`config.mk`:
```
export PLATFORM = sky130hd
export DESIGN_NAME = rpn_reconfig_net
export DESIGN_NICKNAME = d
export VERILOG_FILES = /design/src/rtl/rpn_pkg.sv /design/src/rtl/rpn_link_stage.sv /design/src/rtl/rpn_recfg_ctrl.sv /design/src/rtl/rpn_reconfig_net.sv
export SDC_FILE = /design/constraint.sdc
export NUM_CORES = 1
export LEC_CHECK = 0
export ABC_AREA = 1
export BUFFER_PORTS_ARGS = -buffer_cell sky130_fd_sc_hd__buf_4
export CAP_MARGIN = 5
export CELL_PAD_IN_SITES_DETAIL_PLACEMENT = 2
export CELL_PAD_IN_SITES_GLOBAL_PLACEMENT = 2
export CORE_MARGIN = 2
export CORE_UTILIZATION = 20
export DETAILED_ROUTE_END_ITERATION = 6
export PLACE_DENSITY_LB_ADDON = 0.1
export RECOVER_POWER = 50
export SKIP_LAST_GASP = 1
export SYNTH_ARGS = -nofsm -noshare
export SYNTH_HDL_FRONTEND = slang
export SYNTH_SLANG_ARGS = --single-unit
```
`constraint.sdc`:
```
create_clock -name clk -period 9.1 [get_ports clk]
set_clock_uncertainty 0.1 [all_clocks]
set_input_delay 0.455 -clock clk [delete_from_list [all_inputs] [get_ports clk]]
set_output_delay 0.455 -clock clk [all_outputs]
set_load 0.05 [all_outputs]
```
`src/rtl/rpn_pkg.sv`:
```
package rpn_pkg;

  typedef enum logic [1:0] {
    TOPO_OMEGA    = 2'd0,
    TOPO_BFLY     = 2'd1,
    TOPO_BASE     = 2'd2,
    TOPO_STRAIGHT = 2'd3
  } topo_e;

  typedef enum logic [1:0] {
    PK_IDENT = 2'd0,
    PK_SHUF  = 2'd1,
    PK_BFLY  = 2'd2,
    PK_BASE  = 2'd3
  } pkind_e;

  typedef enum logic [1:0] {
    ST_RUN    = 2'd0,
    ST_DRAIN  = 2'd1,
    ST_SWITCH = 2'd2
  } rc_state_e;

  // Which permutation kind a topology uses in front of switch stage s.
  function automatic pkind_e stage_kind(topo_e t, int s);
    pkind_e r;
    case (t)
      TOPO_OMEGA:    r = PK_SHUF;
      TOPO_STRAIGHT: r = PK_IDENT;
      TOPO_BFLY:     r = (s == 0) ? PK_IDENT : PK_BFLY;
      default:       r = (s == 0) ? PK_IDENT : PK_BASE;
    endcase
    return r;
  endfunction

  // Bit order parameter of the permutation in link stage s.
  function automatic int stage_k(int iw, int s);
    return iw - s;
  endfunction

  // Source bit feeding destination bit j of the mapped index.
  function automatic int src_bit(pkind_e kind, int k, int iw, int j);
    int r;
    case (kind)
      PK_SHUF: r = (j == 0) ? iw - 1 : j - 1;
      PK_BFLY: r = (j == k) ? 0 : ((j == 0) ? k : j);
      PK_BASE: r = (j < k) ? j + 1 : ((j == k) ? 0 : j);
      default: r = j;
    endcase
    return r;
  endfunction

  // Destination link index of source link x.
  function automatic int pm_map(pkind_e kind, int k, int iw, int x);
    int y;
    y = 0;
    for (int j = 0; j < iw; j++) begin
      y = y | (((x >> src_bit(kind, k, iw, j)) & 1) << j);
    end
    return y;
  endfunction

endpackage

```
`src/rtl/rpn_link_stage.sv`:
```
module rpn_link_stage
  import rpn_pkg::*;
#(
  parameter int DATA_W = 8,
  parameter int IDX_W  = 3,
  parameter int STAGE  = 0,
  localparam int LINKS = 1 << IDX_W,
  localparam int BUS_W = LINKS * DATA_W
) (
  input  logic             clk,
  input  logic             rst_n,
  input  topo_e            topo,
  input  logic [BUS_W-1:0] din,
  output logic [BUS_W-1:0] dout
);

  logic [LINKS-1:0] hit;   // output links that received a source

  always_comb begin
    dout = '0;
    hit  = '0;
    for (int i = 0; i < LINKS; i++) begin
      logic [IDX_W-1:0] dst;
      dst = IDX_W'(pm_map(stage_kind(topo, STAGE), stage_k(IDX_W, STAGE), IDX_W, i));
      dout[dst*DATA_W +: DATA_W] = din[i*DATA_W +: DATA_W];
      hit[dst] = 1'b1;
    end
  end

  AST_BIJECTIVE: assert property (@(posedge clk) disable iff (!rst_n)
    $countones(hit) == LINKS);

endmodule

```
`src/rtl/rpn_recfg_ctrl.sv`:
```
module rpn_recfg_ctrl
  import rpn_pkg::*;
#(
  parameter int DRAIN_CYC = 3,
  localparam int CW = $clog2(DRAIN_CYC + 1)
) (
  input  logic       clk,
  input  logic       rst_n,
  input  logic       cfg_req,
  input  logic [1:0] cfg_sel,
  output topo_e      active,
  output logic       inject_ok
);

  rc_state_e       st;
  logic [CW-1:0]   cnt;
  topo_e           target;
  logic            pend;
  topo_e           pend_sel;

  // Named internal events
  logic  run, start, hold_req, drain_done, switch_fire;
  topo_e start_sel;

  assign run         = (st == ST_RUN);
  assign start       = run && (cfg_req || pend);
  assign start_sel   = cfg_req ? topo_e'(cfg_sel) : pend_sel;
  assign hold_req    = cfg_req && !run;
  assign drain_done  = (st == ST_DRAIN) && (cnt == CW'(DRAIN_CYC - 1));
  assign switch_fire = (st == ST_SWITCH);
  assign inject_ok   = run;

  always_ff @(posedge clk) begin
    if (!rst_n) begin
      st     <= ST_RUN;
      cnt    <= '0;
      target <= TOPO_OMEGA;
      active <= TOPO_OMEGA;
    end else begin
      case (st)
        ST_RUN: if (start) begin
          st     <= ST_DRAIN;
          target <= start_sel;
          cnt    <= '0;
        end
        ST_DRAIN: begin
          if (drain_done) st <= ST_SWITCH;
          else            cnt <= cnt + 1'b1;
        end
        ST_SWITCH: begin
          active <= target;
          st     <= ST_RUN;
        end
        default: st <= ST_RUN;
      endcase
    end
  end

  always_ff @(posedge clk) begin
    if (!rst_n) begin
      pend     <= 1'b0;
      pend_sel <= TOPO_OMEGA;
    end else if (start) begin
      pend <= 1'b0;
    end else if (hold_req) begin
      pend     <= 1'b1;
      pend_sel <= topo_e'(cfg_sel);
    end
  end

  AST_REQ_BLOCKS: assert property (@(posedge clk) disable iff (!rst_n)
    start |=> !inject_ok);
  AST_CFG_HOLDS: assert property (@(posedge clk) disable iff (!rst_n)
    !switch_fire |=> $stable(active));
  AST_RESUME: assert property (@(posedge clk) disable iff (!rst_n)
    switch_fire |=> (inject_ok && active == $past(target)));
  AST_HELD: assert property (@(posedge clk) disable iff (!rst_n)
    hold_req |=> pend);

endmodule

```
`src/rtl/rpn_reconfig_net.sv`:
```
module rpn_reconfig_net
  import rpn_pkg::*;
#(
  parameter int DATA_W    = 8,
  parameter int IDX_W     = 3,
  parameter int DRAIN_CYC = 3,
  localparam int LINKS    = 1 << IDX_W,
  localparam int STAGES   = IDX_W,
  localparam int SW       = LINKS * DATA_W,
  localparam int BUS_W    = STAGES * SW
) (
  input  logic             clk,
  input  logic             rst_n,
  input  logic             cfg_req,
  input  logic [1:0]       cfg_sel,
  input  logic [BUS_W-1:0] lnk_in,
  output logic [BUS_W-1:0] lnk_out,
  output logic             inject_ok,
  output logic [1:0]       cfg_cur
);

  topo_e active;

  rpn_recfg_ctrl #(.DRAIN_CYC(DRAIN_CYC)) u_ctrl (
    .clk       (clk),
    .rst_n     (rst_n),
    .cfg_req   (cfg_req),
    .cfg_sel   (cfg_sel),
    .active    (active),
    .inject_ok (inject_ok)
  );

  assign cfg_cur = active;

  for (genvar s = 0; s < STAGES; s++) begin : g_stage
    rpn_link_stage #(.DATA_W(DATA_W), .IDX_W(IDX_W), .STAGE(s)) u_lnk (
      .clk   (clk),
      .rst_n (rst_n),
      .topo  (active),
      .din   (lnk_in[s*SW +: SW]),
      .dout  (lnk_out[s*SW +: SW])
    );
  end

endmodule

```
After elaboration in Yosys (flattened, before gate mapping)
Cells that the tools add are included.
{ "op_classes": {"addsub": 25, "eq_ne": 14, "n_shift": 120, "muxes": 39, "bitwise_logic": 53, "n_reduce_logical": 16} }
{ "ops": {"columns": ["operator", "count"], "rows": [
  ["8-bit by 34-bit variable shift with 64-bit output (first input constant)", 24],
  ["8-bit by 34-bit indexed part select with 64-bit output", 24],
  ["64-bit bitwise mux", 21],
  ["3-bit by 32-bit >> shifter with 1-bit output (first input constant)", 28],
  ["6-bit negator with 34-bit output", 24],
  ["2-bit by 32-bit >> shifter with 1-bit output (first input constant)", 8],
  ["64-bit AND", 3],
  ["1-bit by 32-bit >> shifter with 1-bit output (first input constant)", 4],
  ["3-bit bitwise OR", 24],
  ["1-bit by 2-bit bitwise OR with 2-bit output", 24],
  ["2-bit case mux with 2 select lines", 8],
  ["1-bit by 2-bit >> shifter with 1-bit output (first input constant)", 12],
  ["3-bit by 2-bit >> shifter with 1-bit output (first input constant)", 6],
  ["2-bit by 2-bit >> shifter with 1-bit output (first input constant)", 8],
  ["2-bit equality test (second input constant)", 7],
  ["2-bit two-way mux", 6],
  ["2-bit case mux with 3 select lines", 2],
  ["2-bit by 1-bit equality test with 1-bit output (second input constant)", 4],
  ["2-bit AND reduction", 3],
  ["2-bit OR reduction", 3],
  ["3-bit by 1-bit >> shifter with 1-bit output (first input constant)", 2],
  ["2-bit zero test", 2],
  ["2-bit inequality test (second input constant)", 2],
  ["2-bit by 1-bit >> shifter with 1-bit output (first input constant)", 2],
  ["11 further kinds", 16]
]} }
{ "word_totals": {"ff_bits": 11} }

Logic depth before layout (Yosys ltp)
{ "logic_depth": {"word_depth": 18, "depth_mapped": 20, "mapped_depth_nobuf": 16} }

By module
Synthesis repeated with hierarchy kept, for this count alone.
{ "hier_totals": {"cells_unflattened": 1656, "hier_area_um2": 8011.4} }
{ "modules_own_cells": {"columns": ["mod", "instances", "cells_per_inst", "area_each_um2", "seq_area_each_um2"], "rows": [
  ["rpn_link_stage at g_stage[1].u_lnk", 1, 1034, 4814.6, 0.0],
  ["rpn_link_stage at g_stage[2].u_lnk", 1, 377, 1804.2, 0.0],
  ["rpn_link_stage at g_stage[0].u_lnk", 1, 176, 917.1, 0.0],
  ["rpn_recfg_ctrl", 1, 69, 475.5, 220.2]
]} }

Worst setup path after synthesis
OpenSTA, ideal clock, no wires.
{ "synth_timing": {"path_kind": "register -> output", "from": "register u_ctrl.active[0]", "to": "output lnk_out[100]", "arrival_ns": 4.590, "path_slack_ns": 3.955, "stages_incl_launch_ff": 18, "path_buffers": 4, "path_cell_list": "dfxtp_1 -> clkinv_1 -> ha_1 -> buf_4 -> inv_2 -> buf_4 -> buf_2 -> buf_2 -> ha_1 -> nor2_8 -> ha_1 -> ha_1 -> inv_2 -> nor2_1 -> nand2_2 -> inv_1 -> a21oi_1 -> a21oi_1"} }
{ "synth_between": {"elab_chain_len": 18, "word_cells_on_any_way": 84} }
{ "synth_lines": {"columns": ["element", "line_no", "text"], "rows": [
  ["start: declaration", "rpn_recfg_ctrl.sv:11", "output topo_e active,"],
  ["start signal: assignment", "rpn_recfg_ctrl.sv:51", "active <= target;"],
  ["2-bit by 1-bit equality test with 1-bit output, or another cell as far along", "rpn_pkg.sv:26", "case (t)"],
  ["2-bit case mux with 3 select lines (*)", "rpn_pkg.sv:26", null],
  ["2-bit by 1-bit equality test with 1-bit output or 2-bit equality test (tied branches)", "rpn_pkg.sv:43", "case (kind)"],
  ["2-bit OR reduction (no line)", null, null],
  ["2-bit case mux with 2 select lines", "rpn_pkg.sv:43", null],
  ["1-bit by 2-bit >> shifter with 1-bit output", "rpn_pkg.sv:57", "y = y | (((x >> src_bit(kind, k, iw, j)) & 1) << j);"],
  ["1-bit by 2-bit bitwise OR with 2-bit output", "rpn_pkg.sv:57", null],
  ["3-bit bitwise OR", "rpn_pkg.sv:57", null],
  ["6-bit negator with 34-bit output", "rpn_link_stage.sv:25", "dout[dst*DATA_W +: DATA_W] = din[i*DATA_W +: DATA_W];"],
  ["8-bit by 34-bit indexed part select with 64-bit output or 8-bit by 34-bit variable shift with 64-bit output (tied branches)", "rpn_link_stage.sv:25", null],
  ["64-bit AND (no line)", null, null],
  ["64-bit bitwise mux (6 in series)", "rpn_link_stage.sv:25", null],
  ["64-bit bitwise mux (*)", "rpn_link_stage.sv:25", null],
  ["end: declaration", "rpn_reconfig_net.sv:17", "output logic [BUS_W-1:0] lnk_out,"]
]} }
Mark *: on every way between the ends. The rest lies on a longest branch, timed or not.

Worst setup path in the final report
{ "layout_timing": {"from": "register u_ctrl.active[0]", "to": "output lnk_out[104]"} }
The elaborated chain is that of the path after synthesis.

==> flow_metrics.env <==
export IMPL_ctsResizeCount=0
export IMPL_hp_class="register to register"
export IMPL_relSlewSlack=-0.0387
export IMPL_ys_warn_count=0
export IMPL_ys_seq_area_frac=0.0346
export IMPL_synthCells=1347
export IMPL_rsz0062_at_grt="no"
export IMPL_route_met2_wl_um=23600
export IMPL_tritoncts="yes"
export IMPL_synthTopCellsByCount="494 x nand2_1, 171 x nor2_1, 115 x nand3_1, 110 x inv_1, 104 x o21ai_0"
export IMPL_avgSynthCellArea_um2=4.72
export IMPL_nNetsFinal=1835
export IMPL_post_dp_hpwl_um=36900
export IMPL_grt_pass1_vias=10778
export IMPL_cts_inserted_buffers=3
export IMPL_synth_flop_cell="dfxtp_1"
export IMPL_port_buffer_count=359
export IMPL_clk_pin_slew_ps=40
export IMPL_critPathArrivalTime_ps=6080
export IMPL_outcome="finished with violations"
export IMPL_start_kind="register"
export IMPL_ff2ff_path_depth=8
export IMPL_grt_max_degree=82
export IMPL_core_area_um2=31400
export IMPL_route_detailed_drc=0
export IMPL_die_area_um2=33200
export IMPL_ant_nets=0
export IMPL_syn_num_nets=1556
export IMPL_die_h_um=182
export IMPL_startpoint="u_ctrl.active[0]"
export IMPL_cts_sinks=11
export IMPL_start_util=0.202
export IMPL_power_leakage_nw=4.64
export IMPL_seqPwrFrac=0.061
export IMPL_layout_setup_ws_ps=2460
export IMPL_synth_edf_count=0
export IMPL_synthArstFlopShare=0
export IMPL_hold_path_startpoint="u_ctrl.cnt[0]"
export IMPL_clock_latency_ps=240
export IMPL_ys_types=35
export IMPL_cp_endpoint="lnk_out[104]"
export IMPL_grt_pass1_wl_um=68400
export IMPL_tns_ps=0
export IMPL_synthTopCellsByArea="nand2_1 29%, nor2_1 10%, nand3_1 9.1%, o21ai_0 8.2%, inv_1 6.5%"
export IMPL_dr_max_layer_used="met5"
export IMPL_vdd_ir_drop_max_mv=0.0474
export IMPL_areaGrowthSynthToFinish_pct=40.0
export IMPL_fmax_mhz=151
export IMPL_grt_usage=0.268
export IMPL_critPathMaxFanout=81
export IMPL_pwr_share_clk=0.093
export IMPL_synth_top_cell_by_area="nand2_1"
export IMPL_critical_path_class="register to output port"
export IMPL_r2r_end="u_ctrl.cnt[1]"
export IMPL_routed_wirelength_um=46200
export IMPL_clk_path_buf_depth=2
export IMPL_die_w_um=182
export IMPL_power_density_nw_per_um2=99.5
export IMPL_n_antenna_cell=0
export IMPL_setup_viol=0
export IMPL_grt_antenna_before_repair=2
export IMPL_netlist_area_um2=6360
export IMPL_hold_buffers=0
export IMPL_dr_wl_met3_um=2230
export IMPL_slew_viol_final=39
export IMPL_hold_violations=0
export IMPL_failed_checks="capacitance limit, slew limit"
export IMPL_cts_root_buf="clkbuf_16"
export IMPL_swShare=0.648
export IMPL_synth_top_cell_area_share=0.292
export IMPL_io_pins=392
export IMPL_drt_first_pass_iters=5
export IMPL_num_vias=10238
export IMPL_cts_htree_levels=1
export IMPL_wl_met1_um=19500
export IMPL_ys_ff_latch=11
export IMPL_ff2ff_setup_slack_ps=7670
export IMPL_cts_setup_buffers=0
export IMPL_drv_cap=1
export IMPL_power_frac_comb=0.846
export IMPL_place_ws_ps=3570
export IMPL_wl_per_cell_um=22.8
export IMPL_tightest_slew_ps=1560
export IMPL_cp_end_kind="output port"
export IMPL_cp_data_required_time_ps=8550
export IMPL_period_share=0.730
export IMPL_timing_final_crit_period_ps=6640
export IMPL_rows=65
export IMPL_drt_iter0_markers=656
export IMPL_synth_most_common_cell="nand2_1"
export IMPL_switchingPower_uw=574
export IMPL_r2r_start="u_ctrl.st[1]"
export IMPL_p_int_uw=311
export IMPL_vias_per_cell=5.05
export IMPL_drive_gt1_frac=0.206
export IMPL_gp_congestion=0.930
export IMPL_overflow=0
## layout make-up
class / instances / area [µm²]
Clock buffer: 4 / 78.8
Tap cell: 402 / 503
Inverter: 127 / 483
Sequential cell: 11 / 220
Multi-Input combinational cell: 1118 / 5140
Fill cell: 4176 / 22500
Timing Repair Buffer: 365 / 2480
## layout by cell type (no fill, tap or decap), types with 7 or more instances in the layout
cell type	count
inv_2	11
clkbuf_1	71
a21oi_1	78
ha_1	12
inv_1	110
nor2_2	8
nand2_1	495
o32ai_1	7
nor2_1	172
nand4_1	12
dfxtp_1	11
buf_4	295
nand3_1	115
o22ai_1	27
o21ai_0	104
a31oi_1	38
nor3_1	17
## per-stage QoR
step / total power, mW / hold slack (ps) / std cells / instance area (µm²) / util
final: 0.885 / 371 / 2027 / 8900 / 0.283
after global routing: 0.935 / 390 / 2027 / 8900 / 0.283
after CTS: 0.915 / 375 / 2027 / 9170 / 0.292
after detailed placement: 0.830 / 370 / 2023 / 9090 / 0.290
after global placement: 0.824 / 352 / 2023 / 9090 / 0.290
after floorplan: 0.553 / 339 / 1347 / 6360 / -
## cells by family after synthesis
group	count (synthesis)	share of synthesized area
buf+inv	218	0.156
simple gates	835	0.545
flops	11	0.0346
compound gates	266	0.233
fa+ha+maj	12	0.0236
mux	5	0.00787
## layer usage
| layer | track usage | up-vias |
|---|---|---|
| li1 | - | 4928 |
| met1 | 0.319 | 4990 |
| met2 | 0.511 | 277 |
| met3 | 0.0353 | 41 |
| met4 | 0.0516 | 2 |
| met5 | 0 | - |
## critical path, cell delays in order, from the launching register on
cell and delay, ps:
dfxtp_1 420, clkinv_1 300, ha_1 210, buf_4 700
clkinvlp_2 1360, ha_1 810, nor2_8 220, ha_1 190
ha_1 280, nor3_2 550, inv_1 300, nor2_1 150
a21oi_1 70, buf_4 200
## sequential cells by signal, indices dropped and copies added (netlist names)
register         count
u_ctrl.pend          1
u_ctrl.cnt           2
u_ctrl.st            2
u_ctrl.pend_sel      2
u_ctrl.target        2
u_ctrl.active        2
## power groups by stage
stage	Clock, mW	Sequential (mW)	Combinational [mW]
after floorplan	0	0.0552	0.497
after global placement	0	0.0548	0.769
after detailed placement	0	0.0550	0.775
after CTS	0.0833	0.0542	0.777
after global routing	0.0866	0.0548	0.794
final	0.0821	0.0542	0.749
## worst min path at each step
| stage | end | slack, ps | cells past startpoint |
|---|---|---|---|
| after floorplan | u_ctrl.pend_sel[0] | 340 | 2 |
| after global placement | u_ctrl.pend_sel[0] | 350 | 2 |
| after detailed placement | u_ctrl.cnt[0] | 370 | 2 |
| after CTS | u_ctrl.cnt[0] | 370 | 2 |
| after global routing | u_ctrl.cnt[0] | 390 | 2 |
| final | u_ctrl.cnt[0] | 370 | 2 |
(Power assumes the default switching activity.)
